<file path="src/rtl/pfc_pkg.sv">
package pfc_pkg;

  localparam int REG_W     = 32;
  localparam int RATE_W    = 2;
  localparam int DEPTH_W   = 3;
  localparam int DIV_W     = 2;
  localparam int RATE_LSB  = 8;
  localparam int DEPTH_LSB = 12;
  localparam int DIV_LSB   = 16;
  localparam logic [DIV_W-1:0] DIV_RST = '1;

  localparam int B_LOC_EN     = 0;
  localparam int B_LOL_RST_EN = 1;
  localparam int B_LOC_RST_EN = 2;
  localparam int B_LOL_IRQ_EN = 3;
  localparam int B_LOC_IRQ_EN = 4;

  typedef struct packed {
    logic               loc_en;
    logic               lol_rst_en;
    logic               loc_rst_en;
    logic               lol_irq_en;
    logic               loc_irq_en;
    logic [RATE_W-1:0]  rate;
    logic [DEPTH_W-1:0] depth;
    logic [DIV_W-1:0]   div;
  } ctrl_t;

  function automatic ctrl_t ctrl_unpack(input logic [REG_W-1:0] w);
    ctrl_t c;
    c.loc_en     = w[B_LOC_EN];
    c.lol_rst_en = w[B_LOL_RST_EN];
    c.loc_rst_en = w[B_LOC_RST_EN];
    c.lol_irq_en = w[B_LOL_IRQ_EN];
    c.loc_irq_en = w[B_LOC_IRQ_EN];
    c.rate       = w[RATE_LSB  +: RATE_W];
    c.depth      = w[DEPTH_LSB +: DEPTH_W];
    c.div        = w[DIV_LSB   +: DIV_W];
    return c;
  endfunction

  function automatic logic [REG_W-1:0] ctrl_pack(input ctrl_t c);
    logic [REG_W-1:0] w;
    w                         = '0;
    w[B_LOC_EN]               = c.loc_en;
    w[B_LOL_RST_EN]           = c.lol_rst_en;
    w[B_LOC_RST_EN]           = c.loc_rst_en;
    w[B_LOL_IRQ_EN]           = c.lol_irq_en;
    w[B_LOC_IRQ_EN]           = c.loc_irq_en;
    w[RATE_LSB  +: RATE_W]    = c.rate;
    w[DEPTH_LSB +: DEPTH_W]   = c.depth;
    w[DIV_LSB   +: DIV_W]     = c.div;
    return w;
  endfunction

endpackage

</file>
<file path="src/rtl/pfc_ctrl_reg.sv">
module pfc_ctrl_reg
  import pfc_pkg::*;
(
  input  logic             clk,
  input  logic             rst_n,
  input  logic             wr_en,
  input  logic [REG_W-1:0] wr_data,
  output ctrl_t            ctrl_q,
  output logic [REG_W-1:0] rd_data
);

  ctrl_t ctrl_d;
  ctrl_t ctrl_rst;

  always_comb begin
    ctrl_rst     = '0;
    ctrl_rst.div = DIV_RST;
  end

  always_comb begin
    ctrl_d = ctrl_q;
    if (wr_en) ctrl_d = ctrl_unpack(wr_data);
  end

  always_ff @(posedge clk or negedge rst_n) begin
    if (!rst_n)     ctrl_q <= ctrl_rst;
    else if (wr_en) ctrl_q <= ctrl_d;
  end

  assign rd_data = ctrl_pack(ctrl_q);

endmodule

</file>
<file path="src/rtl/pfc_lock_track.sv">
module pfc_lock_track (
  input  logic clk,
  input  logic rst_n,
  input  logic lock_in,
  input  logic lol_clr,
  output logic lol_sticky
);

  logic lock_q;
  logic fall;
  logic sticky_d;

  assign fall = lock_q & ~lock_in;

  always_comb begin
    sticky_d = lol_sticky;
    if (lol_clr) sticky_d = 1'b0;
    if (fall)    sticky_d = 1'b1;
  end

  always_ff @(posedge clk or negedge rst_n) begin
    if (!rst_n) begin
      lock_q     <= 1'b0;
      lol_sticky <= 1'b0;
    end else begin
      lock_q     <= lock_in;
      lol_sticky <= sticky_d;
    end
  end

endmodule

</file>
<file path="src/rtl/pfc_fault_req.sv">
module pfc_fault_req
  import pfc_pkg::*;
#(
  parameter int NSRC = 2
) (
  input  logic  clk,
  input  logic  rst_n,
  input  ctrl_t ctrl,
  input  logic  pll_off,
  input  logic  lock_in,
  input  logic  loc_flag,
  input  logic  lol_sticky,
  output logic  rst_req,
  output logic  lol_irq,
  output logic  loc_irq,
  output logic  clkmon_en
);

  logic            active;
  logic            loc_gate;
  logic [NSRC-1:0] cond;
  logic [NSRC-1:0] cond_q;
  logic [NSRC-1:0] rise;
  logic            rst_d;
  logic            lol_irq_d;
  logic            loc_irq_d;
  logic            clkmon_d;

  assign active   = ~pll_off;
  assign loc_gate = active & ctrl.loc_en;

  always_comb begin
    cond    = '0;
    cond[0] = active & ctrl.lol_rst_en & ~lock_in;
    cond[1] = loc_gate & ctrl.loc_rst_en & loc_flag;
  end

  for (genvar i = 0; i < NSRC; i++) begin : g_src
    assign rise[i] = cond[i] & ~cond_q[i];
    always_ff @(posedge clk or negedge rst_n) begin
      if (!rst_n) cond_q[i] <= 1'b0;
      else        cond_q[i] <= cond[i];
    end
  end

  always_comb begin
    rst_d     = |rise;
    lol_irq_d = active & ctrl.lol_irq_en & (lol_sticky | ~lock_in);
    loc_irq_d = loc_gate & ctrl.loc_irq_en & loc_flag;
    clkmon_d  = loc_gate;
  end

  always_ff @(posedge clk or negedge rst_n) begin
    if (!rst_n) begin
      rst_req   <= 1'b0;
      lol_irq   <= 1'b0;
      loc_irq   <= 1'b0;
      clkmon_en <= 1'b0;
    end else begin
      rst_req   <= rst_d;
      lol_irq   <= lol_irq_d;
      loc_irq   <= loc_irq_d;
      clkmon_en <= clkmon_d;
    end
  end

endmodule

</file>
<file path="src/rtl/pll_fault_ctrl.sv">
module pll_fault_ctrl
  import pfc_pkg::*;
(
  input  logic             clk,
  input  logic             rst_n,
  input  logic             pll_off,
  input  logic             lock_in,
  input  logic             loc_flag,
  input  logic             lol_clr,
  input  logic             wr_en,
  input  logic [REG_W-1:0] wr_data,
  output logic [REG_W-1:0] rd_data,
  output logic             rst_req,
  output logic             lol_irq,
  output logic             loc_irq,
  output logic             clkmon_en
);

  ctrl_t ctrl_q;
  logic  lol_sticky;

  pfc_ctrl_reg u_reg (
    .clk     (clk),
    .rst_n   (rst_n),
    .wr_en   (wr_en),
    .wr_data (wr_data),
    .ctrl_q  (ctrl_q),
    .rd_data (rd_data)
  );

  pfc_lock_track u_lock (
    .clk        (clk),
    .rst_n      (rst_n),
    .lock_in    (lock_in),
    .lol_clr    (lol_clr),
    .lol_sticky (lol_sticky)
  );

  pfc_fault_req #(.NSRC(2)) u_req (
    .clk        (clk),
    .rst_n      (rst_n),
    .ctrl       (ctrl_q),
    .pll_off    (pll_off),
    .lock_in    (lock_in),
    .loc_flag   (loc_flag),
    .lol_sticky (lol_sticky),
    .rst_req    (rst_req),
    .lol_irq    (lol_irq),
    .loc_irq    (loc_irq),
    .clkmon_en  (clkmon_en)
  );

endmodule

</file>
<file path="config.mk">
export PLATFORM = sky130hd
export DESIGN_NAME = pll_fault_ctrl
export DESIGN_NICKNAME = d
export VERILOG_FILES = /design/src/rtl/pfc_pkg.sv /design/src/rtl/pfc_ctrl_reg.sv /design/src/rtl/pfc_lock_track.sv /design/src/rtl/pfc_fault_req.sv /design/src/rtl/pll_fault_ctrl.sv
export SDC_FILE = /design/constraint.sdc
export NUM_CORES = 1
export LEC_CHECK = 0
export ABC_AREA = 1
export CAP_MARGIN = 40
export CELL_PAD_IN_SITES_DETAIL_PLACEMENT = 0
export CELL_PAD_IN_SITES_GLOBAL_PLACEMENT = 2
export CORE_MARGIN = 2
export CORE_UTILIZATION = 32
export CTS_BUF_LIST = sky130_fd_sc_hd__clkbuf_4 sky130_fd_sc_hd__clkbuf_8
export DETAILED_ROUTE_END_ITERATION = 16
export DONT_BUFFER_PORTS = 1
export GPL_ROUTABILITY_DRIVEN = 1
export PLACE_DENSITY_LB_ADDON = 0.1
export SLEW_MARGIN = 20
export SYNTH_ARGS = -nofsm -noshare
export SYNTH_HDL_FRONTEND = slang
export SYNTH_SLANG_ARGS = --single-unit
</file>
<file path="constraint.sdc">
create_clock -name clk -period 0.8 [get_ports clk]
set_input_delay 0.24 -clock clk [delete_from_list [all_inputs] [get_ports clk]]
set_output_delay 0.24 -clock clk [all_outputs]
set_load 0.02 [all_outputs]
</file>
# --- Word level (Yosys, flattened, before mapping) ---
# Cells that the tools add are included.
word_totals:
  reg_bits: 20
  latch_bits: 0
  ramBits: 0
  rom_bits: 0
  in_bits: 39
  out_inout_bits: 36
  n_memories: 0
op_classes:
  n_addsub: 0
  mul: 0
  div_mod_pow: 0
  n_lt_le_gt_ge: 0
  eq_ne: 0
  shift: 0
  n_mux: 2
  bitwise: 17
  n_reduce_logical: 2
ops:
  columns: ["op", "n"]
  rows:
  - ["$and A1 B1 Y1", 12]
  - ["$not A1 Y1", 4]
  - ["$mux W1", 2]
  - ["$reduce_bool A2 Y1", 1]
  - ["$reduce_or A2 Y1", 1]
  - ["$or A1 B1 Y1", 1]

# --- Depth between registers and ports, before layout ---
logic_depth:
  word_depth: 6
  mapped_depth: 4
  ltp_nobuf: 4

# --- By module ---
# From an unflattened synthesis, not the netlist that was laid out.
hier_totals:
  cells_unflattened: 117
  area_unflattened_um2: 1011.0
by_module_without_submodules:
  columns: ["module", "n_inst", "cells_each", "area_each_um2", "seq_area_each_um2"]
  rows:
  - ["pfc_ctrl_reg", 1, 84, 704.4, 302.8]
  - ["pfc_fault_req", 1, 26, 237.7, 150.1]
  - ["pfc_lock_track", 1, 7, 68.8, 50.0]

# --- Worst setup path after synthesis ---
# No wires, ideal clock.
synth_path:
  path_kind: "register to register"
  start: "register u_reg.ctrl_q[11] (netlist name)"
  end: "register u_req.cond_q[1]"
  setup_time_ps: 71
  t_arrival_ps: 765
  slack_ps: -36
  stages_incl_launch_ff: 5
  path_buffers: 0
  period_less_slack_ps: 836
  cell_sequence: "dfrtp_1 inv_1 nor2_1 inv_1 nor2_1"
synth_between:
  elab_chain_cells: 3
synth_rtl:
  columns: ["element", "line_no", "text"]
  rows:
  - ["$and A1 B1 Y1", "pfc_fault_req.sv:30", "assign loc_gate = active & ctrl.loc_en;"]
  - ["via u_req.clkmon_d", "pfc_fault_req.sv:27", "logic clkmon_d;"]
  - ["$and A1 B1 Y1 (2 in a row)", "pfc_fault_req.sv:35", "cond[1] = loc_gate & ctrl.loc_rst_en & loc_flag;"]
  - ["via u_req.cond[1]", "pfc_fault_req.sv:21", "logic [NSRC-1:0] cond;"]
  - ["to (signal, indexed assignment)", "pfc_fault_req.sv:42", "else cond_q[i] <= cond[i];"]
  - ["to (decl)", "pfc_fault_req.sv:22", "logic [NSRC-1:0] cond_q;"]
# The timed path passes the listed nets, and every way through them passes these cells.
# A chain may end at the register's enable or synchronous reset.

# --- Worst setup path in the final report ---
layout_path:
  start: "register u_reg.ctrl_q[1] (netlist name)"
  end: "output rd_data[17]"
layout_lines:
  columns: ["element", "line_no", "text"]
  rows:
  - ["to (decl)", "pll_fault_ctrl.sv:12", "output logic [REG_W-1:0] rd_data,"]
# No word-level cell between the ends.

==> metrics.yaml <==
end_kind: "primary output"
hp-class: "in -> async"
drt_iter0_drc: 10
synth_ff_type: "dfrtp_1"
seq_area_frac_synth_pct: 54.9
final_cells: 140
drtPass1Iterations: 4
ios: 75
yosysTopAreaCellShare_pct: 49.2
rows: 19
gr-total-overflow: 0
yosys_register_bits: 20
antenna_found_initial: 0
synth_xor_area_share_pct: 0
hold_ws_ps: -394
fill_cells: 276
seq_area_um2: 517
syn_area_per_cell_um2: 9.25
grt_pass1_wl_um: 2290
r2r-end: "u_reg.ctrl_q[1]"
synthCells: 99
clk_pin_slew_ps: 120
failed_checks: "negative hold slack, negative setup slack"
io_buffers: 0
report.final.slew_viol_count: 0
num_vias: 542
place_congestion: 0.684
yosysTopAreaCell: "dfrtp_1"
clock-sinks: 20
multi_input_area_um2: 260
start_kind: "flop"
clock_skew_ps: 9.25
reg2reg_depth: 2
clk_path_buf_depth: 2
core-area_mm2: 0.00273
viasPerCell: 3.87
ir_worst_vdd_mv: 1.32
initial_core_util_pct: 33.5
clk_latency_ps: 300
setup_viol: 19
cts_buffers: 3
async_flop_share_pct: 100
dp_hpwl_um: 1040
fin_ws_ps: -347
fmax_mhz: 872
synth_area_leaders: "dfrtp_1, buf_4, inv_1"
cap_violations: 0
die_h_um: 57.5
cts-root-buf: "clkbuf_4"
setup_tns_ps: -4010
muxShareOfSynthArea_pct: 0
htreeDepth: 1
route.detailed.drc: 0
grt_max_degree: 23
drive_gt1_share_pct: 25.7
critPathKind: "reg -> out"
power_density_mw_per_mm2: 2230
fin_nets: 149
r2r_start: "u_reg.ctrl_q[1]"
p_leak_nw: 0.533
routedWlPerCell_um: 11.0
report.final.hold_viol_count: 20
synth_edf_count: 0
synth_top_family_by_area: "buffers and inverters"
yosys_warnings: 0
cts_tree: "done"
syn_area_um2: 916
yosys-top-cells-count: "buf_4, inv_1, dfrtp_1, nand2_1, o21ai_0"
rsz0062_at_grt: "true"
utilization_pct: 37.9
cp.arrival_ps: 910
crit_path_max_fanout: 2
power.total_mw: 2.32
grt_usage_pct: 9.24
worstPathRequired_ps: 560
post-route-min-period_ps: 1150
die-area_mm2: 0.00331
yosys.area_share.simple_pct: 9.84
ys_types: 14
reg2reg_setup_slack_ps: -30
status: "complete, but fails checks"
dp.cells: 130
min_period_over_period_pct: 143
yosysMostFrequentCell: "buf_4"
routed_wirelength_um: 1540
n_antenna_cell: 0
ant_nets: 0
area_growth_pct: 13.3
synth_fa_ha_area_share_pct: 0
grt_pass1_vias: 490
die_w_um: 57.5
synth_compound_gate_area_share_pct: 8.20
crit_path_start: "u_reg.ctrl_q[1]"
[state kept, by name (all words and copies together) (netlist names)]
name,cells
u_reg.ctrl_q,12
u_req.cond_q,2
u_lock.lock_q,1
u_lock.lol_sticky,1
u_req.clkmon_en,1
u_req.loc_irq,1
u_req.lol_irq,1
u_req.rst_req,1
[routing by layer]
layer | vias up | global-route usage, % | share of wire [%]
met5 | - | 0 | 0
met4 | 0 | 1.99 | 0
met3 | 0 | 5.67 | 9.7
met2 | 29 | 13.8 | 48
met1 | 238 | 11.4 | 42
li1 | 275 | - | -
[worst max-delay path by stage]
stage                      end  depth (start not counted)
6_report           rd_data[17]                          0
5_1_grt            rd_data[17]                          0
4_1_cts            rd_data[17]                          0
3_5_place_dp   u_reg.ctrl_q[1]                          2
3_3_place_gp       rd_data[17]                          0
2_1_floorplan      rd_data[16]                          0
[cell usage in the layout, fill, tap and decap left out, types with 2 or more instances in the layout]
cell type      netlist  layout
conb_1               1      20
inv_1               19      16
nand2_1             16      15
dfrtp_2              0      11
o21ai_0             11       8
dfrtp_1             18       7
dlygate4sd3_1        0       4
buf_6                2       4
inv_2                0       3
nor2_1               4       3
o21ai_1              0       3
clkbuf_4             0       3
dfstp_2              2       2
[cell families (layout without fill, tap and decap cells)]
kind of cell           Yosys count  after routing
AOI/OAI and AO/OA               14             14
buffers and inverters           41             32
DFF                             20             20
other                            1             20
and+or+nand+nor                 23             23
[stage by stage]
stage	setup WS (ps)	instance area (µm²)
floorplan	-2.50	990
global placement	-14.0	878
detailed placement	-26.3	878
CTS	-366	1010
global route	-392	1040
finish	-347	1040
[layout make-up]
type / count / area share [%]
Multi-Input combinational cell: 57 / 25.1
Sequential cell: 20 / 49.8
Tap cell: 31 / 3.74
Clock inverter: 1 / 2.90
Clock buffer: 3 / 2.17
Inverter: 19 / 6.88
Timing Repair Buffer: 9 / 9.41
[where the power goes]
part / total [mW] / internal (mW) / leakage (nW) / switching (mW)
Clock: 0.825 / 0.507 / 0.0279 / 0.318
Sequential: 1.22 / 1.10 / 0.234 / 0.115
Combinational: 0.274 / 0.0958 / 0.271 / 0.178
[what timing repair did]
item,in CTS,in global routing
setup endpoints to repair,21,22
gates resized for setup,13,11
endpoints found under the hold margin,28,22
hold buffers,4,1
pin swaps,0,3
setup buffers,1,1
(Power assumes the default switching activity.)
